## src/rtl/gpio_wake_port.sv

```systemverilog
`timescale 1ns/1ps
module gpio_wake_port #(
  parameter int PINS    = 6,
  parameter int IN_ONLY = 3
) (
  input  logic            clk,
  input  logic            rst_n,
  input  logic            soft_rst,
  input  logic [7:0]      w_data,
  input  logic            data_we,
  input  logic            dir_we,
  input  logic            opt_we,
  input  logic            rd_en,
  output logic [7:0]      rd_data,
  input  logic [PINS-1:0] alt_sel,
  input  logic            mclr_mode,
  input  logic [PINS-1:0] pin_in,
  output logic [PINS-1:0] pin_out,
  output logic [PINS-1:0] pin_oe,
  output logic [PINS-1:0] pin_pu,
  output logic            wake_req,
  output logic            wake_flag
);
  localparam logic [PINS-1:0] SPECIAL  = PINS'(6'b001011);
  localparam logic [PINS-1:0] IN_MASK  = PINS'(1) << IN_ONLY;
  localparam logic [PINS-1:0] OUT_OK   = ~IN_MASK;

  logic [PINS-1:0] sync1, sync2, dir, lat, snap;
  logic [1:0]      opt_n;
  logic [PINS-1:0] mclr_bit, read_mask, wake_mask;

  assign mclr_bit  = mclr_mode ? IN_MASK : '0;
  assign read_mask = ~alt_sel & ~mclr_bit;
  assign wake_mask = SPECIAL & ~mclr_bit;

  assign rd_data   = {{(8-PINS){1'b0}}, sync2 & read_mask};
  assign pin_out   = lat;
  assign pin_oe    = ~dir & OUT_OK;
  assign pin_pu    = (opt_n[0] ? '0 : SPECIAL) | mclr_bit;
  assign wake_req  = !opt_n[1] && |((sync2 ^ snap) & wake_mask);

  always_ff @(posedge clk or negedge rst_n) begin
    if (!rst_n) begin
      sync1     <= '0;
      sync2     <= '0;
      dir       <= '1;
      lat       <= '0;
      opt_n     <= 2'b11;
      snap      <= '0;
      wake_flag <= 1'b0;
    end else begin
      sync1 <= pin_in;
      sync2 <= sync1;
      if (soft_rst)    dir <= '1;
      else if (dir_we) dir <= w_data[PINS-1:0];
      if (data_we) lat <= w_data[PINS-1:0];
      if (soft_rst)    opt_n <= 2'b11;
      else if (opt_we) opt_n <= w_data[7:6];
      if (rd_en) snap <= sync2 & SPECIAL;
      if (wake_req)      wake_flag <= 1'b1;
      else if (soft_rst) wake_flag <= 1'b0;
    end
  end
endmodule

```

## config.mk

```make
export PLATFORM = sky130hd
export DESIGN_NAME = gpio_wake_port
export DESIGN_NICKNAME = d
export VERILOG_FILES = /design/src/rtl/gpio_wake_port.sv
export SDC_FILE = /design/constraint.sdc
export NUM_CORES = 1
export LEC_CHECK = 0
export BUFFER_PORTS_ARGS = -buffer_cell sky130_fd_sc_hd__buf_2
export CAP_MARGIN = 15
export CORE_MARGIN = 5
export CORE_UTILIZATION = 47
export CTS_CLUSTER_DIAMETER = 150
export DETAILED_ROUTE_END_ITERATION = 10
export GPL_TIMING_DRIVEN = 0
export PLACE_DENSITY = 0.85
export SLEW_MARGIN = 15
export SYNTH_ARGS = -nofsm -noshare
export SYNTH_HDL_FRONTEND = slang
export SYNTH_SLANG_ARGS = --single-unit
```

## constraint.sdc

```tcl
create_clock -name clk -period 1.4 [get_ports clk]
set_input_delay 0.28 -clock clk [delete_from_list [all_inputs] [get_ports clk]]
set_output_delay 0.28 -clock clk [all_outputs]
set_load 0.05 [all_outputs]
```

==> impl_results.md <==
* Die Y at around 59 um
* Crit path buffers/inverters at 1
* Reg2reg setup slack at 180 ps
* Critical-path cell list: xor2_1 -> nand2b_1 -> a21oi_2 -> buf_6
* Starting density of the core at 0.497
* Routed Antenna Nets at 0
* Placed Cells at around 170
* Skew final at 2.55 ps
* IO buf count at 47
* Share of the synthesized area in the top cell type at 0.491
* Syn Inst Count at 85
* Final min period at 1590 ps
* Yosys cell types at 19
* Status: complete, but fails checks
* F_max at 630 MHz
* CTS tree: built
* H-tree levels at 2
* Dpl ws at 48.7 ps
* Min-Delay Path Class: primary input to register
* Layout cells sized above 1 at 0.549
* Int Power at 0.00151 W
* Max Cap Viol at 0
* CP endpoint kind: primary output
* Chip width at 58.8 um
* First-pass GRT wire length at 3.81 mm
* Initial DRC count at 12
* GRT Max-Usage Layer: met2
* DR WL/cell at 13.2 um
* Seq cells post-synth at 29
* GR Util met3 at 0.0855
* Largest net degree at the start of global routing at 30
* Synth area leader: dfrtp_1
* I/O pin count at 56
* Net count reported at finish at 180
* Data required time of the worst path at 1120 ps
* Setup TNS at -277 ps
* Final setup vio count at 3
* TritonCTS Buffers at 5
* Synth-to-layout area growth at 48.2%
* Pwr/cell area at about 1300 nW/um^2
* Slowest CP cell: dfrtp_1
* N_diodes at 0
* Setup WS post-layout at -187 ps
* Worst path top cell family by delay: flip-flops
* Mapped Area at 1120 sq um
* Leak at between 0.8 and 0.9 nW
* Clock Latency Late Sink at a little over 300 ps
* HPWL after DPL at 1.70 mm
* Drt first pass iters at 4
* Endpoints failing hold at 0
* Top post-synthesis cells by area: dfrtp_1 (49%), dfstp_2 (16%), mux2_1 (9.0%)
* Reg clk slew, reported paths at 90 ps
* Psw at 0.000611 W
* Final Non-Filler Cells at roughly 180
* Grt total ovfl at 0
* DR vias at 833
* Crit Path Class: register to primary output
* Seq/Total Area, Yosys at 0.655
* DRT Wirelength at 2.38 mm
* Worst EP arrival at roughly 1300 ps
* Die area at 3460 sq um
* RSZ-0062 raised after global routing: yes
* Syn_area_per_cell at approximately 13 sq um
* Clock Power Share at 0.322
* Final slew viol count at 0
* Vias in the first global route at 909
* Max Fanout on Critical Path at 2
* Core area at 2250 sq um
* Drt via density at 4.60
* Combinational Power Share at 0.237
* Worst VDD drop at roughly 0.0012 V
* Failing checks: negative setup slack
* Sw Share at 0.288
* Initial antenna violation count at 0
* Sequential power share at 0.441
* Remaining DRCs at 0
* Met2 Usage GRT at 0.252
* Final Cycle Share at 1.13
* Gr usage total at 0.151
* TritonCTS sink count at 29
* Gpl congestion at 0.714
* Root buffer cell: clkbuf_4
* Yosys warning count at 0
* Startpoint Class: register
* Least-Margin Pin Slew at 604 ps
* Slowest Stage Delay on Critical Path at between 300 and 400 ps
* Worst slew margin at 0.597
* Clock tree buffer depth at 2
* Core Rows at 17
* Grt met1 use at 0.149
## flip-flops by register name (all words and copies together), names as in the netlist
register	flops
opt_n	2
pin_out	6
wake_flag	1
snap	3
sync2	6
dir	5
sync1	6
## Yosys cell counts
library cell   n
dfrtp_1       22
a21oi_2        1
buf_2          2
nand2_1        7
mux2_1         9
o211ai_1       6
dfstp_2        7
inv_1          6
buf_4          7
inv_2          1
conb_1         1
nor2b_1        5
o21ai_1        1
mux2i_1        1
nor3b_2        1
a22oi_1        1
xor2_1         3
nand2b_1       2
nor2_1         2
## power by group through the flow
stage / Combinational [W] / Sequential [W] / Clock [W]
2_1_floorplan: 0.000225 / 0.00102 / 0
5_1_grt: 0.000529 / 0.000945 / 0.000769
4_1_cts: 0.000487 / 0.000937 / 0.000713
3_5_place_dp: 0.000422 / 0.000952 / 0
6_report: 0.000502 / 0.000937 / 0.000684
3_3_place_gp: 0.000414 / 0.000948 / 0
## what timing repair did
item | in CTS | in global routing
pin swaps | 4 | 3
hold buffers | 1 | 0
endpoints found under the setup margin | 7 | 13
gates resized for setup | 16 | 22
hold endpoints to repair | 22 | 0
buffers inserted | 8 | 3
## final cells by class
type / count / area, sq um
clock buffer: 7 / 55.1
fill: 183 / 593
inverter: 7 / 26.3
buffer: 9 / 66.3
multi-input combinational: 45 / 330
timing repair buffer: 55 / 384
clock inverter: 1 / 30.0
sequential: 29 / 734
tap: 28 / 35.0
## path summary, 6_finish.rpt
kind | from | endpoint | cells after the start
setup / recovery | snap[3] | wake_req | 4
hold / removal | pin_in[1] | sync1[1] | 1
setup reg to reg | snap[1] | wake_flag | 6
hold reg to reg | sync1[1] | sync2[1] | 0
max in group asynchronous | rst_n | pin_out[1] | 2
min in group asynchronous | rst_n | sync2[3] | 2
## cell families (layout without fill, tap and decap cells)
family / after synthesis / count (layout) / share of synthesized area
xor gates and xnor gates: 3 / 3 / 0.0234
other: 1 / 6 / 0.00335
AOI/OAI and AO/OA: 9 / 9 / 0.0591
and+or+nand+nor: 17 / 17 / 0.0804
muxes: 10 / 10 / 0.0993
buffers and inverters: 16 / 79 / 0.0792
DFF: 29 / 29 / 0.655
## stage by stage
stage                     total power, W  hold slack, ps  cell area (sq um)   util
after floorplan                  0.00125           -15.6               1140      -
after global placement           0.00136             315               1410  0.625
after detailed placement         0.00137             326               1410  0.625
after CTS                        0.00214            48.2               1610  0.715
after global routing             0.00224            25.7               1660  0.737
final                            0.00212            67.1               1660  0.737
## per-layer routing
| layer | up-vias | share of wire |
|---|---|---|
| met4 | 0 | 0.012 |
| met1 | 383 | 0.35 |
| met3 | 4 | 0.12 |
| li1 | 397 | - |
| met2 | 49 | 0.52 |
| met5 | - | 0 |
## placed cells by master, fill, tap and decap left out, types with 6 or more instances in the layout
master / netlist / layout
dfrtp_1: 22 / 22
buf_2: 2 / 37
mux2_1: 9 / 9
o211ai_1: 6 / 6
conb_1: 1 / 6
buf_6: 0 / 12
dfstp_2: 7 / 7
buf_4: 7 / 12
nand2_1: 7 / 7
Note: power is estimated with default switching activity, not from simulation.
